--- config.mk ---
export PLATFORM = sky130hd
export DESIGN_NAME = kscan_top
export DESIGN_NICKNAME = d
export VERILOG_FILES = /design/src/rtl/kscan_pkg.sv /design/src/rtl/kscan_seq.sv /design/src/rtl/kscan_store.sv /design/src/rtl/kscan_sw.sv /design/src/rtl/kscan_top.sv
export SDC_FILE = /design/constraint.sdc
export NUM_CORES = 1
export LEC_CHECK = 0
export BUFFER_PORTS_ARGS = -buffer_cell sky130_fd_sc_hd__buf_2
export CAP_MARGIN = 20
export CORE_MARGIN = 1.5
export CORE_UTILIZATION = 55
export DETAILED_ROUTE_END_ITERATION = 8
export MAX_ROUTING_LAYER = met4
export PLACE_DENSITY_LB_ADDON = 0.15
export RECOVER_POWER = 100
export SLEW_MARGIN = 20
export SYNTH_ARGS = -nofsm -noshare
export SYNTH_HDL_FRONTEND = slang
export SYNTH_SLANG_ARGS = --single-unit
--- constraint.sdc ---
create_clock -name clk_i -period 2.25 [get_ports clk_i]
set_input_delay 0.1125 -clock clk_i [delete_from_list [all_inputs] [get_ports clk_i]]
set_output_delay 0.1125 -clock clk_i [all_outputs]
set_load 0.02 [all_outputs]
--- src/rtl/kscan_pkg.sv ---
package kscan_pkg;
  function automatic int unsigned key_bytes(int unsigned lines);
    return (lines + 1) / 2;
  endfunction

  function automatic int unsigned idx_width(int unsigned n);
    return (n <= 1) ? 1 : $clog2(n);
  endfunction
endpackage

--- src/rtl/kscan_seq.sv ---
module kscan_seq #(
  parameter int unsigned NUM_LINES  = 6,
  parameter int unsigned SETTLE_CYC = 2,
  localparam int unsigned LINE_W = kscan_pkg::idx_width(NUM_LINES),
  localparam int unsigned CNT_W  = kscan_pkg::idx_width(SETTLE_CYC)
) (
  input  logic                 clk_i,
  input  logic                 rst_ni,
  input  logic                 scan_en_i,
  output logic [LINE_W-1:0]    line_o,
  output logic [NUM_LINES-1:0] drive_o,
  output logic                 sample_o,
  output logic                 commit_o
);
  logic [LINE_W-1:0] line_q;
  logic [CNT_W-1:0]  cnt_q;
  logic              dwell_done;

  assign dwell_done = (cnt_q == CNT_W'(SETTLE_CYC - 1));
  assign sample_o   = scan_en_i && dwell_done;
  assign commit_o   = sample_o && (line_q == LINE_W'(NUM_LINES - 1));
  assign line_o     = line_q;

  always_ff @(posedge clk_i or negedge rst_ni) begin
    if (!rst_ni) begin
      line_q <= '0;
      cnt_q  <= '0;
    end else if (scan_en_i) begin
      if (dwell_done) begin
        cnt_q  <= '0;
        line_q <= (line_q == LINE_W'(NUM_LINES - 1)) ? '0 : line_q + 1'b1;
      end else begin
        cnt_q <= cnt_q + 1'b1;
      end
    end
  end

  for (genvar i = 0; i < NUM_LINES; i++) begin : g_drive
    assign drive_o[i] = (line_q == LINE_W'(i));
  end
endmodule

--- src/rtl/kscan_store.sv ---
module kscan_store #(
  parameter int unsigned NUM_LINES = 6,
  parameter int unsigned NUM_RET   = 4,
  localparam int unsigned LINE_W    = kscan_pkg::idx_width(NUM_LINES),
  localparam int unsigned BYTE_W    = 2 * NUM_RET,
  localparam int unsigned NUM_BYTES = kscan_pkg::key_bytes(NUM_LINES),
  localparam int unsigned IDX_W     = kscan_pkg::idx_width(NUM_BYTES + 1)
) (
  input  logic               clk_i,
  input  logic               rst_ni,
  input  logic               sample_i,
  input  logic               commit_i,
  input  logic [LINE_W-1:0]  line_i,
  input  logic [NUM_RET-1:0] key_i,
  input  logic               rd_snap_i,
  input  logic [IDX_W-1:0]   rd_byte_i,
  output logic [BYTE_W-1:0]  key_byte_o
);
  logic [NUM_LINES-1:0][NUM_RET-1:0] work_q, work_d, mem_q, snap_q;
  logic [BYTE_W-1:0] byte_arr [NUM_BYTES];

  always_comb begin
    work_d = work_q;
    if (sample_i) begin
      for (int i = 0; i < NUM_LINES; i++) begin
        if (line_i == LINE_W'(i)) work_d[i] = key_i;
      end
    end
  end

  always_ff @(posedge clk_i or negedge rst_ni) begin
    if (!rst_ni) begin
      work_q <= '0;
      mem_q  <= '0;
      snap_q <= '0;
    end else begin
      work_q <= work_d;
      if (commit_i)  mem_q  <= work_d;
      if (rd_snap_i) snap_q <= mem_q;
    end
  end

  // odd line (0-based even) in the low nibble
  for (genvar b = 0; b < NUM_BYTES; b++) begin : g_byte
    if (2 * b + 1 < NUM_LINES) begin : g_pair
      assign byte_arr[b] = {snap_q[2*b+1], snap_q[2*b]};
    end else begin : g_single
      assign byte_arr[b] = {{NUM_RET{1'b0}}, snap_q[2*b]};
    end
  end

  always_comb begin
    key_byte_o = '0;
    for (int b = 0; b < NUM_BYTES; b++) begin
      if (rd_byte_i == IDX_W'(b)) key_byte_o = byte_arr[b];
    end
  end
endmodule

--- src/rtl/kscan_sw.sv ---
module kscan_sw #(
  parameter int unsigned SW_W   = 4,
  parameter int unsigned BYTE_W = 8
) (
  input  logic              clk_i,
  input  logic              rst_ni,
  input  logic              cycle_end_i,
  input  logic [SW_W-1:0]   sw_i,
  output logic [BYTE_W-1:0] sw_byte_o
);
  logic [SW_W-1:0] sw_q;

  always_ff @(posedge clk_i or negedge rst_ni) begin
    if (!rst_ni)          sw_q <= '0;
    else if (cycle_end_i) sw_q <= sw_i;
  end

  assign sw_byte_o = BYTE_W'(sw_q);
endmodule

--- src/rtl/kscan_top.sv ---
module kscan_top #(
  parameter int unsigned NUM_LINES  = 6,
  parameter int unsigned NUM_RET    = 4,
  parameter int unsigned SETTLE_CYC = 2,
  parameter int unsigned SW_W       = 4,
  localparam int unsigned BYTE_W    = 2 * NUM_RET,
  localparam int unsigned NUM_BYTES = kscan_pkg::key_bytes(NUM_LINES),
  localparam int unsigned IDX_W     = kscan_pkg::idx_width(NUM_BYTES + 1),
  localparam int unsigned LINE_W    = kscan_pkg::idx_width(NUM_LINES)
) (
  input  logic                 clk_i,
  input  logic                 rst_ni,
  input  logic                 scan_en_i,
  input  logic [NUM_LINES-1:0] seg_data_i,
  input  logic [NUM_RET-1:0]   key_i,
  input  logic [SW_W-1:0]      sw_i,
  input  logic                 cycle_end_i,
  input  logic                 rd_snap_i,
  input  logic [IDX_W-1:0]     rd_byte_i,
  output logic [NUM_LINES-1:0] seg_o,
  output logic [BYTE_W-1:0]    key_byte_o,
  output logic [BYTE_W-1:0]    sw_byte_o
);
  logic [LINE_W-1:0]    line;
  logic [NUM_LINES-1:0] drive;
  logic                 sample, commit;

  kscan_seq #(.NUM_LINES(NUM_LINES), .SETTLE_CYC(SETTLE_CYC)) i_seq (
    .clk_i, .rst_ni, .scan_en_i,
    .line_o(line), .drive_o(drive), .sample_o(sample), .commit_o(commit)
  );

  kscan_store #(.NUM_LINES(NUM_LINES), .NUM_RET(NUM_RET)) i_store (
    .clk_i, .rst_ni,
    .sample_i(sample), .commit_i(commit), .line_i(line), .key_i,
    .rd_snap_i, .rd_byte_i, .key_byte_o
  );

  kscan_sw #(.SW_W(SW_W), .BYTE_W(BYTE_W)) i_sw (
    .clk_i, .rst_ni, .cycle_end_i, .sw_i, .sw_byte_o
  );

  // scan slot owns the shared pins
  assign seg_o = scan_en_i ? drive : seg_data_i;
endmodule

---- Word level (Yosys, flattened, before mapping) ----
Cells that the tools add are included.
word-level totals
  register bits after elaboration ......... 80
  bits in latches ......................... 0
  memory bits (writable) .................. 0
  bits in read-only memories .............. 0
  bits of input ports ..................... 21
  output and inout port bits .............. 22
  logic and storage cells ................. 48
  memories ................................ 0
operators by class
  add/sub/neg operators ................... 2
  $mul .................................... 0
  divide/modulo/power cells ............... 0
  order comparisons ....................... 0
  eq/ne operators ......................... 7
  shift operators ......................... 0
  muxes and demuxes ....................... 13
  bitwise gates (word level) .............. 0
  reductions and logical operators ........ 5
operators with widths
  operator             count
  $mux 24              1
  $mux 4               6
  $mux 8               3
  $eq 3x2->1 const B   2
  $eq 3x3->1 const B   2
  $mux 6               1
  $add 3x1->3 const B  1
  $eq 3x1->1 const B   1
  $logic_not 3->1      1
  $mux 3               1
  $eq 2x1->1 const B   1
  $eq 2x2->1 const B   1
  $logic_and 1x1->1    2
  $logic_not 2->1      1
  $reduce_and 2->1     1
  $add 1x1->1 const B  1
  $mux 1               1

---- Depth between registers and ports, before layout ----
  depth in word-level cells ............... 4
  depth in mapped cells ................... 5
  gate-level depth less buffers ........... 4

---- By module ----
Synthesis repeated with hierarchy kept, for this count alone.
unflattened totals
  cell total of the unflattened synthesis .. 226
  area, all modules ....................... 3468.3 sq um
modules (own cells, without submodules)
  module       instances  cells an instance  area each (sq um)  sequential area each (sq um)
  kscan_store  1          183                2942.8             1801.7
  kscan_seq    1          23                 245.2              100.1
  kscan_sw     1          13                 178.9              100.1
  kscan_top    1          7                  101.3              0.0

---- Worst setup path before layout ----
OpenSTA, ideal clock, no wires.
  kind .................................... register to register
  from .................................... register i_seq.line_q[0], in the netlist i_seq.line_o[0]
  to ...................................... register i_store.mem_q[12] (netlist bit)
  setup time .............................. 0.128 ns
  arrival ................................. 1.463 ns
  required time ........................... 2.122 ns
  path slack .............................. 0.659 ns
  cell stages (with the launch flop) ...... 6
  buffers on the path ..................... 1
  clock period less this slack ............ 1.591 ns
  cell sequence ........................... dfrtp_1 buf_2 and2_1 ha_1 mux2_2 mux2_1
between the ends
  longest elaborated chain between the ends .. 3
  elaborated cells on any way between the ends .. 5
  those cells by class .................... 2 x eq/ne; 2 x mux; 1 x reduce/logical
RTL lines
  item                      line               RTL
  start: declaration        kscan_seq.sv:15    logic [LINE_W-1:0] line_q;
  start signal: assignment  kscan_seq.sv:31    line_q <= (line_q == LINE_W'(NUM_LINES - 1)) ? '0 : line_q + 1'b1;
  $eq 3x2->1                kscan_store.sv:26  if (line_i == LINE_W'(i)) work_d[i] = key_i;
  $mux 4                    kscan_store.sv:26
  $mux 24                   kscan_store.sv:24  if (sample_i) begin
  end signal: assignment    kscan_store.sv:38  if (commit_i) mem_q <= work_d;
  end: declaration          kscan_store.sv:19  logic [NUM_LINES-1:0][NUM_RET-1:0] work_q, work_d, mem_q, snap_q;
Several ways; a longest one is shown, not always the timed one.
A chain may end at the register's enable or synchronous reset.

---- Worst setup path after layout ----
  from .................................... register i_seq.line_q[1], in the netlist i_seq.line_o[1]
  to ...................................... register i_store.mem_q[23] (netlist bit)
between the ends
  longest elaborated chain between the ends .. 3
  elaborated cells on any way between the ends .. 4
  those cells by class .................... 1 x eq/ne; 2 x mux; 1 x reduce/logical
RTL lines
  item            line
  $eq 3x3->1 (*)  kscan_seq.sv:21, kscan_store.sv:26
  $mux 4          kscan_store.sv:26
  $mux 24         kscan_store.sv:24
Mark *: on every way between the ends. The rest lies on a longest branch, timed or not.

==> impl_metrics.env <==
export IMPL_grt_pass1_vias=1972
export IMPL_arrival_ns=2.10
export IMPL_fin_crit_sh=0.838
export IMPL_ios=43
export IMPL_finalWirelength_um=5710
export IMPL_cts_setup_buffers=0
export IMPL_dp_cells=326
export IMPL_port_buffers=38
export IMPL_ctsResizeCount=0
export IMPL_grt_pass1_wl_um=9640
export IMPL_area_delta_synth_final_pct=12.3
export IMPL_r2r_cells=4
export IMPL_routed_via_density=5.39
export IMPL_antenna_found_initial=0
export IMPL_r2r_slack_ns=0.36
export IMPL_fmax_ghz=0.530
export IMPL_synth_warnings=0
export IMPL_cts_hold_buffers_added=1
export IMPL_critPathRequiredTime_ns=2.46
export IMPL_hpwl_um=3830
export IMPL_hold_end="i_sw.sw_q[0]"
export IMPL_drc=0
export IMPL_synth_ff_type="dfrtp_1"
export IMPL_syn_instance_count=225
export IMPL_crit_type="flip-flop to flip-flop"
export IMPL_final_common_cell="dfrtp_1"
export IMPL_cts_tree="done"
export IMPL_slew_viol_final=0
export IMPL_hold_viol=0
export IMPL_mostFrequentLayoutCells="dfrtp_1 (76), mux2_2 (58), mux2_1 (20), clkbuf_1 (20), buf_2 (19)"
export IMPL_die_y_um=79.8
export IMPL_cpPeakStageDelay_ns=0.53
export IMPL_path_delay_family="buffers and inverters"
export IMPL_layout_nets=289
export IMPL_cp_num_buf_inv=1
export IMPL_reg2reg_from="i_seq.line_o[1]"
export IMPL_die_x_um=79.8
export IMPL_fin_crit_ns=1.89
export IMPL_holdPathStages=2
export IMPL_ir_drop_mv=0.693
export IMPL_antenna_cells=0
export IMPL_vias=1850
export IMPL_async_flop_share=1.00
export IMPL_drt_iter0_drc=63
export IMPL_cp_max_fo=24
export IMPL_final_cells=343
export IMPL_htree_levels=3
export IMPL_dieArea_um2=6370
export IMPL_rsz0062_at_grt="false"
export IMPL_fin_setup_tns_ns=0
export IMPL_maxCapViolations=0
export IMPL_row_count=27
export IMPL_ys_ff_latch=76
export IMPL_ys_types=29
export IMPL_finClkSkew_ns=0.0126
export IMPL_gp_congestion=0.884
export IMPL_antenna_left=0
export IMPL_crit_chain="nand2b_1 -> nor2_4 -> clkbuf_2 -> mux2_2"
export IMPL_setup_viol=0
export IMPL_worstReg2RegEnd="i_store.mem_q[23]"
export IMPL_cts_made_buffers=9
export IMPL_avgSynthCellArea_um2=14.4
export IMPL_cts_sinks=76
export IMPL_final_layout_size_suffix_gt1_frac=0.354
export IMPL_insertion_delay_ns=0.33
export IMPL_grt_max_degree=77
export IMPL_p_leak_uw=0.00173
export IMPL_min_path_type="input port to flip-flop"
export IMPL_clkSlewWorstSetupHoldPaths_ns=0.07
export IMPL_grtUsageTotal=0.211
export IMPL_p_per_area_nw_per_um2=1220
export IMPL_wl_per_cell_um=16.6
export IMPL_relSlewSlack=0.0915
export IMPL_initial_core_util=0.578
export IMPL_synthesis_area_um2=3240
export IMPL_cp_start_kind="flip-flop"
export IMPL_crit_path_top_delay_cell="clkbuf_2"
export IMPL_tightest_slew_ns=1.36
export IMPL_overflow=0
export IMPL_synth_edff_count=0
export IMPL_endpoint_kind="flip-flop"
export IMPL_root_buffer="clkbuf_8"
export IMPL_status="finished, final reports clean"
export IMPL_holdCritStartpoint="sw_i[0]"
export IMPL_first_pass_iters=4
export IMPL_clock_path_buffers=2
export IMPL_ys_seq_area_frac=0.586
export IMPL_fp_coreArea_um2=5610
-- synth_stat cells (2+ instances only) --
library cell	n	area [µm²]
mux2i_1	8	80.1
dfrtp_1	76	1900
o21ai_0	8	40.0
mux2_2	58	653
ha_1	2	25.0
nor3_2	3	30.0
nand3_1	3	15.0
nand2b_1	2	12.5
clkbuf_1	5	18.8
o22ai_1	2	12.5
buf_2	2	10.0
buf_4	6	45.0
mux2_4	4	60.1
o32ai_1	2	17.5
inv_1	5	18.8
mux2_1	16	180
nand2_1	11	41.3
-- how the worst max path moves through the flow --
stage | slack (ns) | cells after the start | to | start
4_1_cts | 0.48 | 4 | i_store.mem_q[14] | i_seq.line_o[0]
6_report | 0.36 | 4 | i_store.mem_q[23] | i_seq.line_o[1]
5_1_grt | 0.26 | 4 | i_store.mem_q[3] | i_seq.line_o[1]
2_1_floorplan | 0.66 | 5 | i_store.mem_q[12] | i_seq.line_o[0]
3_5_place_dp | 0.51 | 4 | i_store.mem_q[12] | i_seq.line_o[0]
3_3_place_gp | 0.55 | 4 | i_store.mem_q[13] | i_seq.line_o[0]
-- metrics by stage --
stage / worst slack [ns] / hold slack (ns) / cell area [µm²] / power [µW] / util
global route: 0.261 / 0.00580 / 3640 / 4730 / 0.649
finish: 0.364 / 0.0166 / 3640 / 4440 / 0.649
CTS: 0.481 / 0.00130 / 3710 / 4550 / 0.661
global placement: 0.546 / 0.179 / 3480 / 3410 / 0.621
floorplan: 0.659 / -0.183 / 3250 / 3130 / -
detailed placement: 0.509 / 0.179 / 3480 / 3480 / 0.621
-- worst reg2reg max path: stages (launching register included) --
cell,delay [ns]
dfrtp_1,0.45
nand2b_1,0.27
nor2_4,0.11
clkbuf_2,0.53
mux2_2,0.42
-- logic make-up (layout without fill, tap and decap cells) --
group,Yosys count,in the layout,share of synthesized area
muxes,86,86,0.300
DFF,76,76,0.586
and+or+nand+nor,25,25,0.0432
buffers and inverters,19,62,0.0297
AOI/OAI and AO/OA,14,14,0.0262
adders and majority gates,2,2,0.00771
xor gates and xnor gates,2,2,0.00540
other,1,4,0.00116
-- sequential cells by signal, summed over array words and instances (netlist names) --
signal	count
i_seq.line_o	3
i_store.work_q	20
i_store.mem_q	24
i_seq.cnt_q	1
i_store.byte_arr	24
i_sw.sw_q	4
-- where the power goes --
group / internal, µW / switching [µW]
Sequential: 1940 / 329
Combinational: 602 / 502
Clock: 604 / 463
Total: 3140 / 1290
-- final cells by class --
| type | instances | area [µm²] |
|---|---|---|
| Tap cell | 72 | 90.1 |
| Clock buffer | 13 | 169 |
| Fill cell | 452 | 1970 |
| Inverter | 5 | 18.8 |
| Clock inverter | 3 | 43.8 |
| Sequential cell | 76 | 1900 |
| Timing Repair Buffer | 41 | 189 |
| Multi-Input combinational cell | 133 | 1230 |
-- routing by layer --
metal | vias up | track usage | routed length (µm)
li1 | 869 | - | -
met5 | - | - | 0
met1 | 932 | 0.276 | 2780
met3 | 4 | 0.0457 | 185
met4 | 0 | 0.0931 | 64
met2 | 45 | 0.319 | 2680
Power figures use the tool's default switching activity.
